--- config.mk ---
export PLATFORM = sky130hd
export DESIGN_NAME = fp_subnorm_trap_predict
export DESIGN_NICKNAME = d
export VERILOG_FILES = /design/src/rtl/fpst_pkg.sv /design/src/rtl/fpst_exp_calc.sv /design/src/rtl/fpst_decide.sv /design/src/rtl/fpst_out_stage.sv /design/src/rtl/fp_subnorm_trap_predict.sv
export SDC_FILE = /design/constraint.sdc
export NUM_CORES = 1
export LEC_CHECK = 0
export BUFFER_PORTS_ARGS = -buffer_cell sky130_fd_sc_hd__buf_2
export CAP_MARGIN = 25
export CORE_ASPECT_RATIO = 1.25
export CORE_MARGIN = 2
export CORE_UTILIZATION = 40
export CTS_BUF_LIST = sky130_fd_sc_hd__clkbuf_16
export CTS_CLUSTER_SIZE = 10
export DETAILED_ROUTE_END_ITERATION = 12
export PLACE_DENSITY = 0.65
export SKIP_CTS_REPAIR_TIMING = 1
export SYNTH_ARGS = -nofsm -noshare
export SYNTH_HDL_FRONTEND = slang
export SYNTH_SLANG_ARGS = --single-unit
export TNS_END_PERCENT = 30
--- constraint.sdc ---
create_clock -name clk -period 10.1 [get_ports clk]
set_input_delay 2.02 -clock clk [delete_from_list [all_inputs] [get_ports clk]]
set_output_delay 2.02 -clock clk [all_outputs]
set_load 0.02 [all_outputs]
--- src/rtl/fpst_pkg.sv ---
package fpst_pkg;

    localparam int SP_FRAC_W = 23;
    localparam int DP_FRAC_W = 52;
    localparam int SP_EXP_W  = 8;
    localparam int DP_EXP_W  = 11;
    localparam int EXP_W     = DP_EXP_W;
    localparam int ER_W      = EXP_W + 3;
    localparam int CLS_W     = 4;
    localparam int EXC_W     = 3;

    typedef enum logic [2:0] {
        FOP_CONV    = 3'd0,
        FOP_CONV_DS = 3'd1,
        FOP_SQRT    = 3'd2,
        FOP_ADDSUB  = 3'd3,
        FOP_MULW    = 3'd4,
        FOP_MUL     = 3'd5,
        FOP_DIV     = 3'd6
    } fop_e;

    typedef enum logic [1:0] {
        TRAP_NONE  = 2'd0,
        TRAP_IEEE  = 2'd1,
        TRAP_UNFIN = 2'd2
    } trap_e;

    typedef struct packed {
        logic sub;
        logic zero;
        logic nan;
        logic inf;
    } opnd_cls_t;

    typedef struct packed {
        logic of;
        logic uf;
        logic nx;
    } exc_t;

    typedef logic signed [ER_W-1:0] er_t;

    typedef struct packed {
        trap_e trap;
        exc_t  cexc;
        logic  flush;
    } resp_t;

    localparam int RESP_W = $bits(resp_t);

    function automatic logic uses_b(fop_e op);
        return (op == FOP_ADDSUB) || (op == FOP_MULW) ||
               (op == FOP_MUL)    || (op == FOP_DIV);
    endfunction

    function automatic er_t bias_of(logic dbl);
        return dbl ? er_t'((1 << (DP_EXP_W - 1)) - 1)
                   : er_t'((1 << (SP_EXP_W - 1)) - 1);
    endfunction

    function automatic er_t low_bound(logic dbl);
        return dbl ? er_t'(-(DP_FRAC_W + 2)) : er_t'(-(SP_FRAC_W + 2));
    endfunction

    function automatic er_t top_exp(logic dbl);
        return dbl ? er_t'((1 << DP_EXP_W) - 1) : er_t'((1 << SP_EXP_W) - 1);
    endfunction

endpackage

--- src/rtl/fpst_exp_calc.sv ---
module fpst_exp_calc
    import fpst_pkg::*;
(
    input  fop_e             op,
    input  logic             dbl,
    input  logic [EXP_W-1:0] exp_a,
    input  logic [EXP_W-1:0] exp_b,
    input  er_t              pre_exp,
    output er_t              er,
    output logic             eff_dbl
);
    localparam int PAD_W = ER_W - EXP_W;

    er_t ext_a, ext_b, bias;

    always_comb begin
        eff_dbl = (op == FOP_CONV_DS) ? 1'b0 : dbl;
        ext_a   = $signed({{PAD_W{1'b0}}, exp_a});
        ext_b   = $signed({{PAD_W{1'b0}}, exp_b});
        bias    = bias_of(eff_dbl);
        case (op)
            FOP_MUL, FOP_MULW: er = ext_a + ext_b - bias + er_t'(1);
            FOP_DIV:           er = ext_a - ext_b + bias;
            default:           er = pre_exp;
        endcase
    end
endmodule

--- src/rtl/fpst_decide.sv ---
module fpst_decide
    import fpst_pkg::*;
(
    input  fop_e      op,
    input  logic      eff_dbl,
    input  er_t       er,
    input  opnd_cls_t cls_a,
    input  opnd_cls_t cls_b,
    input  logic      ns,
    input  exc_t      trap_en,
    output resp_t     resp
);
    logic       two_src, special, tiny, huge, above_low, win_op;
    logic [1:0] n_sub;
    logic       unf_sub, unf_win, unfin;
    exc_t       raw;

    always_comb begin
        two_src   = uses_b(op);
        n_sub     = {1'b0, cls_a.sub} + {1'b0, two_src & cls_b.sub};
        special   = cls_a.zero | cls_a.nan | cls_a.inf |
                    (two_src & (cls_b.zero | cls_b.nan | cls_b.inf));
        win_op    = (op == FOP_CONV_DS) || (op == FOP_ADDSUB) ||
                    (op == FOP_MUL)     || (op == FOP_DIV);
        tiny      = (op == FOP_DIV) ? (er <= er_t'(1)) : (er < er_t'(1));
        huge      = er >= top_exp(eff_dbl);
        above_low = er > low_bound(eff_dbl);
    end

    // unfinished-trap prediction (standard mode only)
    always_comb begin
        unf_sub = 1'b0;
        case (op)
            FOP_CONV, FOP_CONV_DS, FOP_SQRT, FOP_ADDSUB, FOP_MULW:
                unf_sub = (n_sub != 2'd0);
            FOP_MUL, FOP_DIV:
                unf_sub = (n_sub == 2'd2) ||
                          ((n_sub == 2'd1) && !huge && above_low);
            default:
                unf_sub = 1'b0;
        endcase
        unf_win = (n_sub == 2'd0) && !special && win_op && tiny && above_low;
        unfin   = !ns && (unf_sub || unf_win);
    end

    // raw IEEE flags, pessimistic for divide / square root
    always_comb begin
        raw = '0;
        if (!unfin && !special) begin
            raw.of = win_op && huge;
            raw.uf = win_op && tiny;
            raw.nx = raw.of || raw.uf || (op == FOP_DIV) || (op == FOP_SQRT);
        end
    end

    // masking and priority: unfinished > IEEE trap > flush
    always_comb begin
        resp = '{trap: TRAP_NONE, cexc: '0, flush: 1'b0};
        if (unfin) begin
            resp.trap = TRAP_UNFIN;
        end else if (raw.of && trap_en.of) begin
            resp.trap    = TRAP_IEEE;
            resp.cexc.of = 1'b1;
        end else if (raw.uf && trap_en.uf) begin
            resp.trap    = TRAP_IEEE;
            resp.cexc.uf = 1'b1;
        end else if (raw.nx && trap_en.nx) begin
            resp.trap    = TRAP_IEEE;
            resp.cexc.nx = 1'b1;
        end else begin
            resp.cexc  = raw;
            resp.flush = ns && raw.uf;
        end
    end
endmodule

--- src/rtl/fpst_out_stage.sv ---
module fpst_out_stage #(
    parameter int W = 6
) (
    input  logic         clk,
    input  logic         rst,
    input  logic         up_valid,
    output logic         up_ready,
    input  logic [W-1:0] up_data,
    output logic         dn_valid,
    input  logic         dn_ready,
    output logic [W-1:0] dn_data
);
    assign up_ready = !dn_valid || dn_ready;

    always_ff @(posedge clk) begin
        if (rst) begin
            dn_valid <= 1'b0;
            dn_data  <= '0;
        end else if (up_valid && up_ready) begin
            dn_valid <= 1'b1;
            dn_data  <= up_data;
        end else if (dn_ready) begin
            dn_valid <= 1'b0;
        end
    end
endmodule

--- src/rtl/fp_subnorm_trap_predict.sv ---
module fp_subnorm_trap_predict
    import fpst_pkg::*;
(
    input  logic                    clk,
    input  logic                    rst,
    input  logic                    in_valid,
    output logic                    in_ready,
    input  logic [2:0]              in_op,
    input  logic                    in_dbl,
    input  logic [EXP_W-1:0]        in_exp_a,
    input  logic [EXP_W-1:0]        in_exp_b,
    input  logic signed [ER_W-1:0]  in_pre_exp,
    input  logic [CLS_W-1:0]        in_cls_a,
    input  logic [CLS_W-1:0]        in_cls_b,
    input  logic                    in_ns,
    input  logic [EXC_W-1:0]        in_trap_en,
    output logic                    out_valid,
    input  logic                    out_ready,
    output logic [1:0]              out_trap,
    output logic [EXC_W-1:0]        out_cexc,
    output logic                    out_flush
);
    fop_e  op;
    er_t   er;
    logic  eff_dbl;
    resp_t next_resp, held_resp;

    assign op = fop_e'(in_op);

    fpst_exp_calc u_exp (
        .op      (op),
        .dbl     (in_dbl),
        .exp_a   (in_exp_a),
        .exp_b   (in_exp_b),
        .pre_exp (in_pre_exp),
        .er      (er),
        .eff_dbl (eff_dbl)
    );

    fpst_decide u_dec (
        .op      (op),
        .eff_dbl (eff_dbl),
        .er      (er),
        .cls_a   (opnd_cls_t'(in_cls_a)),
        .cls_b   (opnd_cls_t'(in_cls_b)),
        .ns      (in_ns),
        .trap_en (exc_t'(in_trap_en)),
        .resp    (next_resp)
    );

    fpst_out_stage #(.W(RESP_W)) u_out (
        .clk      (clk),
        .rst      (rst),
        .up_valid (in_valid),
        .up_ready (in_ready),
        .up_data  (next_resp),
        .dn_valid (out_valid),
        .dn_ready (out_ready),
        .dn_data  (held_resp)
    );

    assign out_trap  = held_resp.trap;
    assign out_cexc  = held_resp.cexc;
    assign out_flush = held_resp.flush;
endmodule

# After elaboration in Yosys (flattened, before gate mapping)

Cells that the tools add are included.

Bitwise gates (word level): 7
Add/subtract/negate cells: 6
Equality and inequality tests: 8
Reductions and logical operators: 39
$lt $le $gt $ge: 4
Muxes and demuxes: 22

Operators with widths:

| cell                                                                              | number |
|---|---|
| 14-bit case mux with 2 select lines                                               | 1 |
| 1-bit logical AND                                                                 | 15 |
| 14-bit adder                                                                      | 1 |
| 14-bit by 2-bit adder with 14-bit output, second input constant                   | 1 |
| 14-bit >= comparator                                                              | 1 |
| 14-bit > comparator                                                               | 1 |
| 14-bit by 2-bit less-or-equal comparator with 1-bit output, second input constant | 1 |
| 14-bit by 2-bit < comparator with 1-bit output, second input constant             | 1 |
| 14-bit subtractor                                                                 | 1 |
| 11-bit by 11-bit adder with 12-bit output                                         | 1 |
| 1-bit logical OR                                                                  | 12 |
| 11-bit by 11-bit subtractor with 12-bit output                                    | 1 |
| 11-bit 2-to-1 mux                                                                 | 1 |
| 10-bit 2-to-1 mux                                                                 | 1 |
| 3-bit == test, second input constant                                              | 3 |
| 1-bit 2-to-1 mux                                                                  | 9 |
| 3-bit 2-to-1 mux                                                                  | 3 |
| 2-bit 2-to-1 mux                                                                  | 4 |
| 3-bit by 2-bit == test with 1-bit output, second input constant                   | 2 |
| 6-bit 2-to-1 mux                                                                  | 1 |
| 1-bit zero test                                                                   | 5 |
| 1-bit OR                                                                          | 5 |
| 5-bit OR reduction                                                                | 1 |
| 4-bit 2-to-1 mux                                                                  | 1 |
| other kinds (10)                                                                  | 13 |

Logic and storage cells: 88
Flip-flop bits (word level): 7
Output and inout bits: 8

# Logic depth before layout (Yosys ltp)

Word-level depth: 22
Gate-level depth with buffers: 29

# Hierarchy

From an unflattened synthesis, not the netlist that was laid out.

Cells, all modules: 391
Area, all modules: 2959.1 sq um

By module, submodules not included:

| module         | area an instance (sq um) | seq. area each (sq um) | cells each | times used |
|---|---|---|---|---|
| fpst_exp_calc  | 2088.3                   | 0.0                    | 279        | 1 |
| fpst_decide    | 571.8                    | 0.0                    | 82         | 1 |
| fpst_out_stage | 299.0                    | 140.1                  | 30         | 1 |

# Worst setup path after synthesis

No wires, ideal clock.

Path type: in2reg
Start: input in_exp_b[3]
End: register u_out.dn_data[1]
Arrival: 7.688 ns
Data required time: 9.983 ns
Path slack: 2.294 ns
Stages on the path: 24
Path buffers: 1
Setup time: 0.117 ns
Cells stage by stage: inv_1 ha_1 buf_2 a21o_1 a21oi_1 a2111oi_0 nand3b_1 a21oi_1 xnor2_1 ha_1 a2111o_1 o41ai_1 xnor2_1 a221oi_1 inv_1 ha_1 nand3_1 or4b_1 or3b_1 or4b_4 a311oi_4 and2_4 a211oi_1 a32o_1

Cells in the longest elaborated chain, start to end: 20

Ends and longest elaborated chain:

| element                                   | RTL line                      | RTL |
|---|---|---|
| start, declared                           | fp_subnorm_trap_predict.sv:11 | `input logic [EXP_W-1:0] in_exp_b,` |
| 11-bit by 11-bit adder with 12-bit output | fpst_exp_calc.sv:22           | `FOP_MUL, FOP_MULW: er = ext_a + ext_b - bias + er_t'(1);` |
| 14-bit subtractor                         | fpst_exp_calc.sv:22           |  |
| 14-bit by 2-bit adder with 14-bit output  | fpst_exp_calc.sv:22           |  |
| 14-bit case mux with 2 select lines *     | fpst_exp_calc.sv:21           | `case (op)` |
| 14-bit >= comparator                      | fpst_decide.sv:26             | `huge = er >= top_exp(eff_dbl);` |
| 1-bit zero test                           | fpst_decide.sv:38             | `((n_sub == 2'd1) && !huge && above_low);` |
| 1-bit logical AND (2 in a row)            | fpst_decide.sv:38             |  |
| 1-bit logical OR                          | fpst_decide.sv:37             | `unf_sub = (n_sub == 2'd2) \|\|` |
| (+3 left out)                             | n/a                           |  |
| 1-bit zero test                           | fpst_decide.sv:49             | `if (!unfin && !special) begin` |
| 1-bit logical AND                         | fpst_decide.sv:49             |  |
| 3-bit 2-to-1 mux                          | fpst_decide.sv:49             |  |
| 1-bit logical AND                         | fpst_decide.sv:67             | `end else if (raw.nx && trap_en.nx) begin` |
| 1-bit 2-to-1 mux                          | fpst_decide.sv:67             |  |
| 2-bit 2-to-1 mux                          | fpst_decide.sv:64             | `end else if (raw.uf && trap_en.uf) begin` |
| 3-bit 2-to-1 mux                          | fpst_decide.sv:61             | `end else if (raw.of && trap_en.of) begin` |
| 4-bit 2-to-1 mux *                        | fpst_decide.sv:59             | `if (unfin) begin` |
| end signal, assigned                      | fpst_out_stage.sv:21          | `dn_data <= up_data;` |
| end, declared                             | fpst_out_stage.sv:11          | `output logic [W-1:0] dn_data` |

Every way passes the cells marked *; elsewhere a longest branch is shown, timed or not.
A chain may end at the register's enable or synchronous reset.

# Worst setup path after layout

Start: input in_exp_b[2]
End: register u_out.dn_data[2]

Cells in the longest elaborated chain, start to end: 20

Ends and longest elaborated chain:

| element                                   | RTL line |
|---|---|
| 11-bit by 11-bit adder with 12-bit output | fpst_exp_calc.sv:22 |
| 14-bit subtractor                         | fpst_exp_calc.sv:22 |
| 14-bit by 2-bit adder with 14-bit output  | fpst_exp_calc.sv:22 |
| 14-bit case mux with 2 select lines *     | fpst_exp_calc.sv:21 |
| 14-bit >= comparator                      | fpst_decide.sv:26 |
| 1-bit zero test                           | fpst_decide.sv:38 |
| 1-bit logical AND (2 in a row)            | fpst_decide.sv:38 |
| 1-bit logical OR                          | fpst_decide.sv:37 |
| (+3 left out)                             | n/a |
| 1-bit zero test                           | fpst_decide.sv:49 |
| 1-bit logical AND                         | fpst_decide.sv:49 |
| 3-bit 2-to-1 mux                          | fpst_decide.sv:49 |
| 1-bit logical AND                         | fpst_decide.sv:67 |
| 2-bit 2-to-1 mux                          | fpst_decide.sv:67 |
| 1-bit 2-to-1 mux                          | fpst_decide.sv:64 |
| 3-bit 2-to-1 mux                          | fpst_decide.sv:61 |
| 4-bit 2-to-1 mux *                        | fpst_decide.sv:59 |

Marked as above.

==> results.ini <==
[place]
dp_hpwl_mm=7.40
place.gp.congestion=0.909
placement.io_buffers=63
dp_cells=571

[detailed_routing]
drc_errors=0
vias=3373
vias_per_cell=5.87
routed_wl_mm=8.73
wl_per_cell_um=15.2
dr.pass1.iters=6
dr.first_iter.drc_count=146
ant_nets=0

[synthesis]
synth-edff-count=0
ys_async_sr_fraction=0
synth_area_mm2=0.00316
syn_area_per_cell_um2=7.37
synth-seq-area-share=0.0444
synthCells=428
yosysWarnings=0
synth_ff_type=dfxtp_1
synth-seq-cells=7
ys_types=78
synth_nets=533

[timing]
fmax_mhz=118
rsz0062_at_grt=no
fin_crit_sh=0.836
setup_viol=0
finalSetupTns_ns=0
min_period_ns=8.44
finalHoldViolCount=0
fin_skew_ns=0.00198
tightest_slew_ns=0.900
max-slew-margin-rel=0.384
slew_viol_final=0

[power]
seqPwrFrac=0.079
p_int_mw=0.192
combPwrFrac=0.737
vdd_ir_drop_max_v=0.000163
p_per_area_mw_per_mm2=101
power.leakage_nw=1.71
clock_power_share=0.184
p_switching_mw=0.169
p_sw_frac=0.468

[clock_tree]
cts_root_buffer=clkbuf_16
clock_sinks=7
clock_latency_ns=0.23
path_clk_slew_ns=0.03
cts_max_path_buffers=2
tritoncts=built
cts_inserted_buffers=3
htreeDepth=1

[global_routing]
grt_pass1_vias=3250
grt_pass1_wl_mm=14.4
grt_max_degree=17
grt_usage=0.199
grt-ovfl-total=0
antenna_found_initial=0

[floorplanning]
die_w_um=83.4
dieArea_mm2=0.00862
coreArea_mm2=0.00775
ios=64
die_height_um=103
start_util=0.407
std_cell_rows=36

[layout]
fillers=801
layout_common_cells=buf_2 (63), ha_1 (47), inv_1 (37)
drive_gt1_frac=0.177
syn_to_final_growth_pct=13.6
layout_commonest_cell=buf_2
nets=586
diodes=0
fin_cells=575

[worst_setup_path]
critPathMaxFanout=10
critPathKind=in2reg
required_ns=10.22
start_kind=input port
crit_path_end_kind=flop
arrival_ns=8.56

[status]
status=finished, final reports clean

[run]
maxCapViolCount=0

[worst_hold_path]
hp-class=reg2reg

==> power groups by stage <==
stage	sequential [mW]	clock, mW	combinational (mW)
floorplan	0.0298	0	0.202
global route	0.0287	0.0688	0.296
detailed placement	0.0291	0	0.261
global placement	0.0290	0	0.258
finish	0.0286	0.0663	0.266
CTS	0.0287	0.0669	0.263
==> layer usage <==
metal,track usage,vias to the layer above,part of all wire
met5,0,-,0
met4,0.0806,0,0.032
met3,0.0198,21,0.043
met2,0.393,104,0.50
met1,0.219,1539,0.42
li1,-,1709,-
==> worst max-delay path, cell delays in order <==
cell	delay, ns
buf_2	0.09
inv_1	0.04
ha_1	0.46
o2111ai_1	0.23
a2111oi_0	0.84
nand3b_1	0.20
a21oi_1	0.08
xnor2_1	0.14
ha_1	0.34
a2111o_1	0.40
o41ai_1	0.32
xnor2_1	0.11
a221oi_1	0.46
inv_1	0.09
ha_1	0.31
nand3_1	0.08
or4b_1	0.50
or3b_1	0.39
or4b_4	0.55
a311oi_4	0.38
and2_4	0.21
nor3_1	0.05
a32o_1	0.27
==> cell usage after synthesis, types with 4 or more instances <==
| cell | number | share of area |
|---|---|---|
| ha_1 | 47 | 0.19 |
| o21bai_1 | 7 | 0.017 |
| a211oi_1 | 7 | 0.017 |
| o211ai_1 | 8 | 0.019 |
| buf_2 | 6 | 0.0095 |
| inv_1 | 36 | 0.043 |
| nor3_1 | 11 | 0.017 |
| o21ai_0 | 16 | 0.025 |
| mux2i_1 | 4 | 0.013 |
| dfxtp_1 | 7 | 0.044 |
| a21oi_1 | 30 | 0.048 |
| nand3_1 | 15 | 0.024 |
| a32o_1 | 4 | 0.013 |
| xor2_1 | 4 | 0.011 |
| and2_1 | 9 | 0.018 |
| and3_1 | 9 | 0.018 |
| nor2b_1 | 8 | 0.016 |
| or2_2 | 4 | 0.0079 |
| o21a_1 | 6 | 0.014 |
| clkbuf_1 | 7 | 0.0083 |
| nand3b_1 | 5 | 0.012 |
| a211o_1 | 6 | 0.017 |
| a2111oi_0 | 4 | 0.011 |
| nand2b_1 | 6 | 0.012 |
| xnor2_1 | 22 | 0.061 |
| a222oi_1 | 4 | 0.013 |
| a22oi_1 | 6 | 0.014 |
| a21o_1 | 6 | 0.014 |
| nand2_1 | 24 | 0.029 |
| nor2_1 | 28 | 0.033 |
==> final timing paths <==
kind | startpoint | end | slack (ns) | cells past startpoint
max | in_exp_b[2] | u_out.dn_data[2] | 1.66 | 23
min | u_out.dn_data[1] | u_out.dn_data[1] | 0.46 | 1
max reg2reg | u_out.dn_valid | u_out.dn_data[0] | 8.63 | 5
min reg2reg | u_out.dn_data[1] | u_out.dn_data[1] | 0.46 | 1
==> kinds of logic (layout without fill, tap and decap cells) <==
family,after synthesis,in the layout,share of synthesized area
flip-flops,7,7,0.0444
AND/OR/NAND/NOR,144,144,0.252
multiplexers,5,5,0.0163
XOR/XNOR,26,26,0.0722
AO/OA/AOI/OAI,144,144,0.344
adder cells (fa/ha/maj),49,49,0.199
buffers and inverters,53,105,0.0726
==> sequential cells by signal, summed over array words and instances (netlist names) <==
| signal | count |
|---|---|
| u_out.dn_data | 6 |
| u_out.dn_valid | 1 |
==> final cells by class <==
cell class,instances,area (µm²),share of cell area
clock buffers,3,75.1,0.0209
clock inverters,1,3.75,0.00105
inverters,37,139,0.0387
multi-input cells,368,2790,0.777
flip-flops and latches,7,140,0.0391
well taps,95,119,0.0331
repair buffers,64,323,0.0900
==> through the flow <==
stage / worst slack, ns / instance area (µm²) / hold slack, ns / power (mW) / utilization
final: 1.66 / 3590 / 0.458 / 0.361 / 0.463
after global routing: 1.27 / 3590 / 0.473 / 0.393 / 0.463
after CTS: 1.72 / 3590 / 0.461 / 0.359 / 0.463
after detailed placement: 1.48 / 3510 / 0.453 / 0.290 / 0.453
after global placement: 1.75 / 3510 / 0.449 / 0.287 / 0.453
after floorplan: 2.29 / 3160 / 0.563 / 0.232 / -
Note: power is estimated with default switching activity, not from simulation.
